`config.mk`:
```
export PLATFORM = sky130hd
export DESIGN_NAME = spi_eeprom_ctrl
export DESIGN_NICKNAME = d
export VERILOG_FILES = /design/src/rtl/spi_eep_pkg.sv /design/src/rtl/spi_eep_datapath.sv /design/src/rtl/spi_eep_control.sv /design/src/rtl/spi_eeprom_ctrl.sv
export SDC_FILE = /design/constraint.sdc
export NUM_CORES = 1
export LEC_CHECK = 0
export BUFFER_PORTS_ARGS = -buffer_cell sky130_fd_sc_hd__buf_2
export CAP_MARGIN = 10
export CORE_MARGIN = 1
export CORE_UTILIZATION = 35
export CTS_CLUSTER_SIZE = 14
export DETAILED_ROUTE_END_ITERATION = 10
export GPL_TIMING_DRIVEN = 0
export HOLD_SLACK_MARGIN = 0.02
export MAX_ROUTING_LAYER = met4
export PLACE_DENSITY_LB_ADDON = 0.3
export SYNTH_ARGS = -nofsm -noshare
export SYNTH_HDL_FRONTEND = slang
export SYNTH_SLANG_ARGS = --single-unit
export TNS_END_PERCENT = 30
```
`constraint.sdc`:
```
create_clock -name clk -period 2.5 [get_ports clk]
set_input_delay 0.125 -clock clk [delete_from_list [all_inputs] [get_ports clk]]
set_output_delay 0.125 -clock clk [all_outputs]
set_load 0.02 [all_outputs]
```
`src/rtl/spi_eep_pkg.sv`:
```
package spi_eep_pkg;

  typedef enum logic [2:0] {
    ST_OPC, ST_ADDR, ST_READ, ST_WRITE, ST_STAT, ST_WRSR, ST_WEN, ST_IGN
  } ctlState_t;

  // strobes from control to datapath, all single-cycle except drive
  typedef struct packed {
    logic setHi;      // address MSB from instruction bit 3
    logic setLo;      // low address byte from receive register
    logic incAddr;    // full-width increment (read)
    logic incPage;    // increment inside page (write)
    logic fetchArr;   // request array byte into output register
    logic fetchStat;  // load status byte into output register
    logic setWel;
    logic clrWel;
    logic loadBp;
    logic drive;      // current state returns data on so
  } dpStrobe_t;

endpackage

```
`src/rtl/spi_eep_datapath.sv`:
```
module spi_eep_datapath
  import spi_eep_pkg::*;
#(
  parameter int ADDR_W      = 9,
  parameter int DATA_W      = 8,
  parameter int PAGE_W      = 4,
  parameter int SYNC_STAGES = 2
) (
  input  logic              clk,
  input  logic              rstN,
  input  logic              csN,
  input  logic              sck,
  input  logic              si,
  input  logic              holdN,
  input  logic              wrProtN,
  input  dpStrobe_t         strb,
  input  logic              wrBusy,
  input  logic [DATA_W-1:0] rdData,
  output logic              bitTick,
  output logic              byteDone,
  output logic [DATA_W-1:0] rxByte,
  output logic              atBoundary,
  output logic              csActive,
  output logic              csRise,
  output logic              wpActive,
  output logic              welQ,
  output logic [ADDR_W-1:0] addrQ,
  output logic              rdEn,
  output logic              so,
  output logic              soOe
);
  localparam int CNT_W = $clog2(DATA_W);
  localparam logic [CNT_W-1:0] LAST_BIT = CNT_W'(DATA_W - 1);
  localparam logic [4:0] PIN_IDLE = 5'b10011; // {csN, sck, si, holdN, wrProtN}

  logic [4:0] syncQ [SYNC_STAGES];
  logic [4:0] pinS;
  logic sckPrev, csActPrev, busyPrev, rdValid, soBit;
  logic holdActive, riseTick, fallTick;
  logic [CNT_W-1:0] bitCnt;
  logic [DATA_W-1:0] shiftIn, outReg;
  logic [1:0] bpQ;
  logic [DATA_W-1:0] statusByte;

  always_ff @(posedge clk or negedge rstN) begin
    if (!rstN) begin
      for (int i = 0; i < SYNC_STAGES; i++) syncQ[i] <= PIN_IDLE;
    end else begin
      syncQ[0] <= {csN, sck, si, holdN, wrProtN};
      for (int i = 1; i < SYNC_STAGES; i++) syncQ[i] <= syncQ[i-1];
    end
  end

  assign pinS       = syncQ[SYNC_STAGES-1];
  assign csActive   = !pinS[4];
  assign holdActive = pinS[1];
  assign wpActive   = pinS[0];
  assign riseTick   = csActive && holdActive && pinS[3] && !sckPrev;
  assign fallTick   = csActive && holdActive && !pinS[3] && sckPrev;
  assign csRise     = csActPrev && !csActive;
  assign bitTick    = riseTick;
  assign atBoundary = (bitCnt == '0);
  assign rxByte     = shiftIn;
  assign statusByte = DATA_W'({bpQ, welQ, wrBusy});

  always_ff @(posedge clk or negedge rstN) begin
    if (!rstN) begin
      sckPrev   <= 1'b0;
      csActPrev <= 1'b0;
      busyPrev  <= 1'b0;
      bitCnt    <= '0;
      shiftIn   <= '0;
      byteDone  <= 1'b0;
    end else begin
      sckPrev   <= pinS[3];
      csActPrev <= csActive;
      busyPrev  <= wrBusy;
      byteDone  <= riseTick && (bitCnt == LAST_BIT);
      if (!csActive) begin
        bitCnt <= '0;
      end else if (riseTick) begin
        shiftIn <= {shiftIn[DATA_W-2:0], pinS[2]};
        bitCnt  <= bitCnt + 1'b1;
      end
    end
  end

  // address register
  always_ff @(posedge clk or negedge rstN) begin
    if (!rstN) begin
      addrQ <= '0;
    end else begin
      if (strb.setHi)   addrQ[ADDR_W-1] <= shiftIn[3];
      if (strb.setLo)   addrQ[DATA_W-1:0] <= shiftIn;
      if (strb.incAddr) addrQ <= addrQ + 1'b1;
      if (strb.incPage) addrQ[PAGE_W-1:0] <= addrQ[PAGE_W-1:0] + 1'b1;
    end
  end

  // outbound path: fetch, load, shift on falling edges
  always_ff @(posedge clk or negedge rstN) begin
    if (!rstN) begin
      rdEn    <= 1'b0;
      rdValid <= 1'b0;
      outReg  <= '0;
      soBit   <= 1'b0;
    end else begin
      rdEn    <= strb.fetchArr;
      rdValid <= rdEn;
      if (rdValid)             outReg <= rdData;
      else if (strb.fetchStat) outReg <= statusByte;
      else if (fallTick)       outReg <= {outReg[DATA_W-2:0], 1'b0};
      if (fallTick) soBit <= outReg[DATA_W-1];
    end
  end

  // write-enable latch and protect bits
  always_ff @(posedge clk or negedge rstN) begin
    if (!rstN) begin
      welQ <= 1'b0;
      bpQ  <= '0;
    end else begin
      if (strb.setWel) welQ <= 1'b1;
      else if (strb.clrWel || (busyPrev && !wrBusy)) welQ <= 1'b0;
      if (strb.loadBp) bpQ <= shiftIn[3:2];
    end
  end

  assign so   = soBit;
  assign soOe = csActive && holdActive && strb.drive;

endmodule

```
`src/rtl/spi_eep_control.sv`:
```
module spi_eep_control
  import spi_eep_pkg::*;
#(
  parameter int DATA_W = 8
) (
  input  logic              clk,
  input  logic              rstN,
  input  logic              byteDone,
  input  logic              bitTick,
  input  logic [DATA_W-1:0] rxByte,
  input  logic              atBoundary,
  input  logic              csActive,
  input  logic              csRise,
  input  logic              wpActive,
  input  logic              welQ,
  input  logic              wrBusy,
  output dpStrobe_t         strb,
  output logic              wrPush,
  output logic              wrCommit,
  output logic              wrAbort
);
  localparam logic [DATA_W-1:0] OP_WREN = DATA_W'(8'h06);
  localparam logic [DATA_W-1:0] OP_WRDI = DATA_W'(8'h04);
  localparam logic [DATA_W-1:0] OP_RDSR = DATA_W'(8'h05);
  localparam logic [DATA_W-1:0] OP_WRSR = DATA_W'(8'h01);

  ctlState_t state, nextState;
  logic isWr, nextIsWr, gotByte, nextGotByte;
  logic memOp;

  assign memOp = (rxByte[DATA_W-1:4] == '0) && (rxByte[2:1] == 2'b01);

  always_comb begin
    strb        = '0;
    wrPush      = 1'b0;
    wrCommit    = 1'b0;
    wrAbort     = 1'b0;
    nextState   = state;
    nextIsWr    = isWr;
    nextGotByte = gotByte;
    strb.drive  = (state == ST_READ) || (state == ST_STAT);
    if (csRise) begin
      if (state == ST_WEN) strb.setWel = 1'b1;
      if (state == ST_WRITE) begin
        if (gotByte && atBoundary && wpActive) wrCommit = 1'b1;
        else wrAbort = 1'b1;
      end
      if (state == ST_ADDR && isWr) wrAbort = 1'b1;
      nextState   = ST_OPC;
      nextGotByte = 1'b0;
    end else if (!csActive) begin
      nextState   = ST_OPC;
      nextGotByte = 1'b0;
    end else begin
      case (state)
        ST_OPC: if (byteDone) begin
          if (memOp && rxByte[0]) begin
            strb.setHi = 1'b1;
            nextIsWr   = 1'b0;
            nextState  = wrBusy ? ST_IGN : ST_ADDR;
          end else if (memOp) begin
            strb.setHi = 1'b1;
            nextIsWr   = 1'b1;
            nextState  = (!wrBusy && welQ && wpActive) ? ST_ADDR : ST_IGN;
          end else if (rxByte == OP_WREN) begin
            nextState = ST_WEN;
          end else if (rxByte == OP_WRDI) begin
            strb.clrWel = 1'b1;
            nextState   = ST_IGN;
          end else if (rxByte == OP_RDSR) begin
            strb.fetchStat = 1'b1;
            nextState      = ST_STAT;
          end else if (rxByte == OP_WRSR) begin
            nextState = welQ ? ST_WRSR : ST_IGN;
          end else begin
            nextState = ST_IGN;
          end
        end
        ST_ADDR: if (byteDone) begin
          strb.setLo = 1'b1;
          if (isWr) begin
            nextState = ST_WRITE;
          end else begin
            strb.fetchArr = 1'b1;
            nextState     = ST_READ;
          end
        end
        ST_READ: if (byteDone) begin
          strb.incAddr  = 1'b1;
          strb.fetchArr = 1'b1;
        end
        ST_WRITE: if (byteDone) begin
          wrPush       = 1'b1;
          strb.incPage = 1'b1;
          nextGotByte  = 1'b1;
        end
        ST_STAT: if (byteDone) strb.fetchStat = 1'b1;
        ST_WRSR: if (byteDone) begin
          strb.loadBp = 1'b1;
          strb.clrWel = 1'b1;
          nextState   = ST_IGN;
        end
        ST_WEN: if (bitTick) nextState = ST_IGN;
        default: ;
      endcase
    end
  end

  always_ff @(posedge clk or negedge rstN) begin
    if (!rstN) begin
      state   <= ST_OPC;
      isWr    <= 1'b0;
      gotByte <= 1'b0;
    end else begin
      state   <= nextState;
      isWr    <= nextIsWr;
      gotByte <= nextGotByte;
    end
  end

endmodule

```
`src/rtl/spi_eeprom_ctrl.sv`:
```
module spi_eeprom_ctrl
  import spi_eep_pkg::*;
#(
  parameter int ADDR_W      = 9,
  parameter int DATA_W      = 8,
  parameter int PAGE_W      = 4,
  parameter int SYNC_STAGES = 2
) (
  input  logic              clk,
  input  logic              rstN,
  input  logic              csN,
  input  logic              sck,
  input  logic              si,
  input  logic              holdN,
  input  logic              wrProtN,
  output logic              so,
  output logic              soOe,
  output logic              rdEn,
  output logic [ADDR_W-1:0] rdAddr,
  input  logic [DATA_W-1:0] rdData,
  output logic              wrPush,
  output logic [ADDR_W-1:0] wrAddr,
  output logic [DATA_W-1:0] wrData,
  output logic              wrCommit,
  output logic              wrAbort,
  input  logic              wrBusy
);
  dpStrobe_t strb;
  logic bitTick, byteDone, atBoundary, csActive, csRise, wpActive, welQ;
  logic [DATA_W-1:0] rxByte;
  logic [ADDR_W-1:0] addrQ;

  spi_eep_datapath #(
    .ADDR_W(ADDR_W), .DATA_W(DATA_W), .PAGE_W(PAGE_W), .SYNC_STAGES(SYNC_STAGES)
  ) dp_i (
    .clk(clk), .rstN(rstN), .csN(csN), .sck(sck), .si(si), .holdN(holdN),
    .wrProtN(wrProtN), .strb(strb), .wrBusy(wrBusy), .rdData(rdData),
    .bitTick(bitTick), .byteDone(byteDone), .rxByte(rxByte),
    .atBoundary(atBoundary), .csActive(csActive), .csRise(csRise),
    .wpActive(wpActive), .welQ(welQ), .addrQ(addrQ), .rdEn(rdEn),
    .so(so), .soOe(soOe)
  );

  spi_eep_control #(.DATA_W(DATA_W)) ctl_i (
    .clk(clk), .rstN(rstN), .byteDone(byteDone), .bitTick(bitTick),
    .rxByte(rxByte), .atBoundary(atBoundary), .csActive(csActive),
    .csRise(csRise), .wpActive(wpActive), .welQ(welQ), .wrBusy(wrBusy),
    .strb(strb), .wrPush(wrPush), .wrCommit(wrCommit), .wrAbort(wrAbort)
  );

  assign rdAddr = addrQ;
  assign wrAddr = addrQ;
  assign wrData = rxByte;

endmodule

```
# Word level (Yosys, flattened, before mapping)
# Cells that the tools add are included.
[word_totals] ff_bits=53 input_bits=16 output_inout_bits=32 word_cells=155
[classes] addsub=3 eq_ne=16 mux=75 bitwise=2 n_reduce_logical=39
[op_table] operator="$mux 3" count=16
[op_table] operator="$mux 1" count=43
[op_table] operator="$mux 8" count=4
[op_table] operator="$eq 8x3->1 const B" count=3
[op_table] operator="$logic_and 1x1->1" count=16
[op_table] operator="$ne 4x4->1 const B" count=4
[op_table] operator="$eq 3x3->1 const B" count=4
[op_table] operator="$mux 6" count=2
[op_table] operator="$pmux 3 s4" count=1
[op_table] operator="$reduce_bool 3->1" count=4
[op_table] operator="$reduce_and 5->1" count=2
[op_table] operator="$reduce_bool 2->1" count=5
[op_table] operator="$add 9x1->9 const B" count=1
[op_table] operator="$mux 9" count=1
[op_table] operator="$eq 8x1->1 const B" count=1
[op_table] operator="$mux 2" count=4
[op_table] operator="$eq 3x2->1 const B" count=2
[op_table] operator="$logic_not 3->1" count=2
[op_table] operator="$pmux 1 s2" count=3
[op_table] operator="$reduce_bool 6->1" count=1
[op_table] operator="$add 4x1->4 const B" count=1
[op_table] operator="$logic_not 1->1" count=4
[op_table] operator="$logic_not 4->1" count=1
[op_table] operator="$mux 4" count=1
[op_table] operator="6 further kinds" count=9

# Longest topological paths before layout
[depth] depth_word=13 depth_mapped=5 depth_no_buf=5

# Hierarchy
# A second synthesis with hierarchy kept.
[unflattened] cells_unflattened=245 hier_area_um2=2671.3
[modules_own_cells] mod="spi_eep_datapath" instances=1 cells_per_inst=168 area_per_inst_um2=2079.5 seq_area_each_um2=1208.7
[modules_own_cells] mod="spi_eep_control" instances=1 cells_per_inst=68 area_per_inst_um2=524.3 seq_area_each_um2=125.1
[modules_own_cells] mod="spi_eeprom_ctrl" instances=1 cells_per_inst=9 area_per_inst_um2=67.6 seq_area_each_um2=0.0

# Worst setup path before layout
# OpenSTA, ideal clock, no wires.
[synth_timing] path_type="register -> register" from="register dp_i.shiftIn[4] (netlist: dp_i.rxByte[4])" to="register dp_i.outReg[3]" setup_ps=122 arrival_time_ps=1702 t_required_ps=2378 slack_ps=676 stages_incl_launch_ff=5 n_path_buf=0 synth_period_minus_slack_ps=1824 cell_sequence="dfrtp_1 -> or4_4 -> nor4_4 -> a221oi_1 -> a32o_1"
[synth_via] elab_chain_cells=12 elab_cells_between_ends=18 classes_between="eq/ne (3); mux (11); reduce/logical (4)"
[synth_lines] element="start: declaration" line="spi_eep_datapath.sv:41" source="logic [DATA_W-1:0] shiftIn, outReg;"
[synth_lines] element="start signal: assignment" line="spi_eep_datapath.sv:82" source="shiftIn <= {shiftIn[DATA_W-2:0], pinS[2]};"
[synth_lines] element="$eq 8x3->1" line="spi_eep_control.sv:70" source="end else if (rxByte == OP_RDSR) begin"
[synth_lines] element="$mux 1" line="spi_eep_control.sv:70"
[synth_lines] element="$mux 1" line="spi_eep_control.sv:67" source="end else if (rxByte == OP_WRDI) begin"
[synth_lines] element="$mux 1" line="spi_eep_control.sv:65" source="end else if (rxByte == OP_WREN) begin"
[synth_lines] element="$mux 1" line="spi_eep_control.sv:61" source="end else if (memOp) begin"
[synth_lines] element="$mux 1 (*)" line="spi_eep_control.sv:57" source="if (memOp && rxByte[0]) begin"
[synth_lines] element="$mux 1 (*)" line="spi_eep_control.sv:56" source="ST_OPC: if (byteDone) begin"
[synth_lines] element="$pmux 1 s2 (*)" line="spi_eep_control.sv:55" source="case (state)"
[synth_lines] element="$mux 6 (*)" line="spi_eep_control.sv:51" source="end else if (!csActive) begin"
[synth_lines] element="$mux 6 (*)" line="spi_eep_control.sv:42" source="if (csRise) begin"
[synth_lines] element="$mux 8" line="spi_eep_datapath.sv:111" source="else if (strb.fetchStat) outReg <= statusByte;"
[synth_lines] element="$mux 8" line="spi_eep_datapath.sv:110" source="if (rdValid) outReg <= rdData;"
[synth_lines] element="end signal: assignment" line="spi_eep_datapath.sv:110"
[synth_lines] element="end signal: assignment" line="spi_eep_datapath.sv:111"
[synth_lines] element="end signal: assignment" line="spi_eep_datapath.sv:112" source="else if (fallTick) outReg <= {outReg[DATA_W-2:0], 1'b0};"
[synth_lines] element="end: declaration" line="spi_eep_datapath.sv:41"
# Mark *: on every way between the ends. The rest lies on a longest branch, timed or not.
# A chain may end at the register's enable or synchronous reset.

# Worst setup path after layout
[layout_timing] from="register ctl_i.state[0]" to="output wrAbort"
[layout_via] elab_chain_cells=4 elab_cells_between_ends=6 classes_between="eq/ne (2); mux (3); reduce/logical (1)"
[layout_lines] element="start: declaration" line="spi_eep_control.sv:27" source="ctlState_t state, nextState;"
[layout_lines] element="start signal: assignment" line="spi_eep_control.sv:115" source="state <= nextState;"
[layout_lines] element="$eq 3x2->1 or $eq 3x1->1 (tied branches)" line="spi_eep_control.sv:44, spi_eep_control.sv:48"
[layout_lines] element="$mux 1 or $logic_and 1x1->1 (tied branches)" line="spi_eep_control.sv:44, spi_eep_control.sv:48"
[layout_lines] element="$mux 1 (*)" line="spi_eep_control.sv:48" source="if (state == ST_ADDR && isWr) wrAbort = 1'b1;"
[layout_lines] element="$mux 1 (*)" line="spi_eep_control.sv:42"
[layout_lines] element="end: declaration" line="spi_eeprom_ctrl.sv:25" source="output logic wrAbort,"
# Marks and branches as above.

==> qor.txt <==
Synth Flop Type: dfrtp_1
clk buf depth: 2
initial antenna violation count: 0
Pint: 1.50 mW
die area: 8070 um2
Worst Clk Skew: 0.00753 ns
cell count after synthesis: 266
Worst Tran Pin Value: 0.655 ns
CP endpoint kind: output pin
cts repair resizes: 0
drt first pass iters: 7
WL final: 6550 um
Power Density: 629 nW/um2
ys async rst share: 100%
pre-CTS setup slack: 0.540 ns
hold_buf cts: 8
diode count: 0
Hold Slack: 0.0236 ns
row count: 31
post-synth cell types: 60
slowest cell on the critical path: clkbuf_1
CP Class: reg2out
crit-path cells: clkbuf_1, clkbuf_1, nand4b_1, nor2_1, o21a_1, buf_2
Hold Vio Cnt, Final: 0
TNS Setup: 0 ns
crit-path max FO: 10
largest stage delay on the critical path: 0.43 ns
GP Congestion: 0.908
Yosys reg bits: 53
post-route setup slack: 0.310 ns
Syn Nets: 286
Die Span Y: 89.8 um
FF/Latch Area: 1330 um2
Hold Path Stages: 3
highest clock rate: 0.457 GHz
effective utilization at floorplan: 36.6%
sequential share of power: 50.3%
Post-CTS Setup Bufs: 0
Post-Syn Area: 2700 um2
CP most frequent cell: clkbuf_1
reg2reg setup slack: 0.48 ns
hold endpoint: dp_i.outReg[6]
final core utilization: 44.9%
CTS sink count: 53
most frequent cell after synthesis: dfrtp_1
wire length per cell: 15.2 um
CTS buffer count: 5
hold crit path type: in2reg
Post-synth EDFFs: 0
DPL Wire Length: 4490 um
Sw Ratio: 28.1%
Slew HR: 56.0%
max cap viols: 0
first-pass GRT wire length: 11300 um
later-pin clock latency in the skew report: 0.31 ns
vias in the first global route: 2261
FF-to-FF End: dp_i.outReg[3]
area share of the largest cell type after synthesis: 43.6%
top cells by area, synth: dfrtp_1, dfstp_2, nand2_1
syn_area_per_cell: 10.2 um2
final slew viol count: 0
switching pwr: 0.585 mW
cell depth of the worst flop-to-flop path: 5
largest net degree at the start of global routing: 54
Post-synth top cells: dfrtp_1, nand2_1, nor2_1
core area: 7370 um2
final period utilization: 87.6%
Buffers on Ports: 47
FILL cells: 727
area added between synthesis and finish: 22.5%
Clock Power Share: 33.7%
Die W: 89.8 um
ratio of cells with drive above 1 in the final layout: 27.2%
hold path start: rdData[6]
outcome: completed
CTS clk-pin slew, worst paths: 0.10 ns
Worst setup SP type: flip-flop
multi-input logic area: 1200 um2
via count: 2260
Critical Path RT: 2.38 ns
# setup viols final: 0
1st-iter DRT viols: 165
R2R Path Start: dp_i.rxByte[0]
GRT Total Usage: 17.8%
Antenna Nets Post-Route: 0
RSZ-0062 raised after global routing: false
Synth Warn #: 0
CTS root buffer: clkbuf_8
# DRC: 0
logic gate share of total power: 16.0%
post-synthesis sequential area ratio: 49.4%
Worst VDD drop: 0.000300 V
Ports: 48
Pleak: 1.48 nW
CTS tree: built
total congestion overflow: 0
minimum clock period: 2.19 ns
vias per cell: 5.26
leading area contributor after synthesis: dfrtp_1
critical path data arrival time: 2.07 ns
Final nets: 350
H-tree depth: 2
==> cell families (layout without fill, tap and decap cells) <==
logic type | count (synthesis) | in the layout | share of synthesized area [%]
flops | 53 | 53 | 49.4
xor+xnor | 2 | 2 | 0.649
buf+inv | 34 | 99 | 6.12
compound gates | 56 | 56 | 14.8
fa+ha+maj | 4 | 4 | 1.85
mux | 16 | 16 | 6.35
simple gates | 101 | 101 | 20.9
==> state kept, by name, indices dropped and copies added, names as in the netlist, 2 cells and up <==
register,flops
ctl_i.state,3
dp_i.outReg,8
dp_i.bpQ,2
dp_i.rxByte,8
dp_i.addrQ,9
dp_i.bitCnt,3
dp_i.pinS,5
dp_i.syncQ,5
==> layout by cell type, fill, tap and decap left out, types with 5 or more instances in the layout <==
cell type	netlist	routed
dlygate4sd3_1	0	9
o31ai_1	6	6
mux2i_1	7	7
a21oi_1	7	7
nand2_1	28	28
buf_2	3	50
inv_1	11	11
nor2b_1	5	5
buf_4	9	9
nand3_1	8	8
dfstp_2	6	6
dfrtp_1	47	47
nor3_1	6	6
o21ai_0	15	15
clkbuf_1	11	11
clkbuf_8	0	5
mux2_2	9	9
nor2_1	19	19
==> stage by stage <==
step	area [um2]	power, mW	instances
after floorplan	2700	1.24	266
after global placement	3060	1.38	412
after detailed placement	3060	1.38	412
after CTS	3280	2.10	428
after global routing	3310	2.18	430
final	3310	2.08	430
==> worst max-delay path by stage <==
| stage | start | end |
|---|---|---|
| CTS | ctl_i.state[0] | wrAbort |
| global placement | dp_i.rxByte[0] | dp_i.outReg[3] |
| detailed placement | dp_i.rxByte[0] | dp_i.outReg[3] |
| global route | ctl_i.state[0] | wrAbort |
| floorplan | dp_i.rxByte[4] | dp_i.outReg[3] |
| finish | ctl_i.state[0] | wrAbort |
==> critical path, delay by kind of cell, from the launching register on <==
| kind | cells | cell delay [ns] |
|---|---|---|
| AND/OR/NAND/NOR | 2 | 0.33 |
| buffers and inverters | 3 | 0.95 |
| AO/OA/AOI/OAI | 1 | 0.13 |
| flip-flops | 1 | 0.35 |
==> routing by layer <==
metal / global-route usage (%) / part of all wire, %
met1: 24.0 / 48
met2: 27.8 / 45
met3: 3.55 / 5.4
met4: 4.10 / 1.2
met5: - / 0
==> power groups by stage <==
stage	Combinational (mW)	Sequential [mW]	Clock, mW
after floorplan	0.175	1.06	0
after global placement	0.317	1.06	0
after detailed placement	0.319	1.06	0
after CTS	0.331	1.05	0.720
after global routing	0.365	1.06	0.753
final	0.333	1.05	0.702
==> final cells by class <==
class                           count  area share, %
Buffer                             23           3.75
Clock buffer                        5           2.08
Sequential cell                    53           40.3
Clock inverter                      3           2.08
Timing Repair Buffer               57           10.4
Multi-Input combinational cell    179           36.3
Inverter                           11           1.25
Tap cell                           99           3.75
No activity file was read; power rests on OpenSTA's default activity.
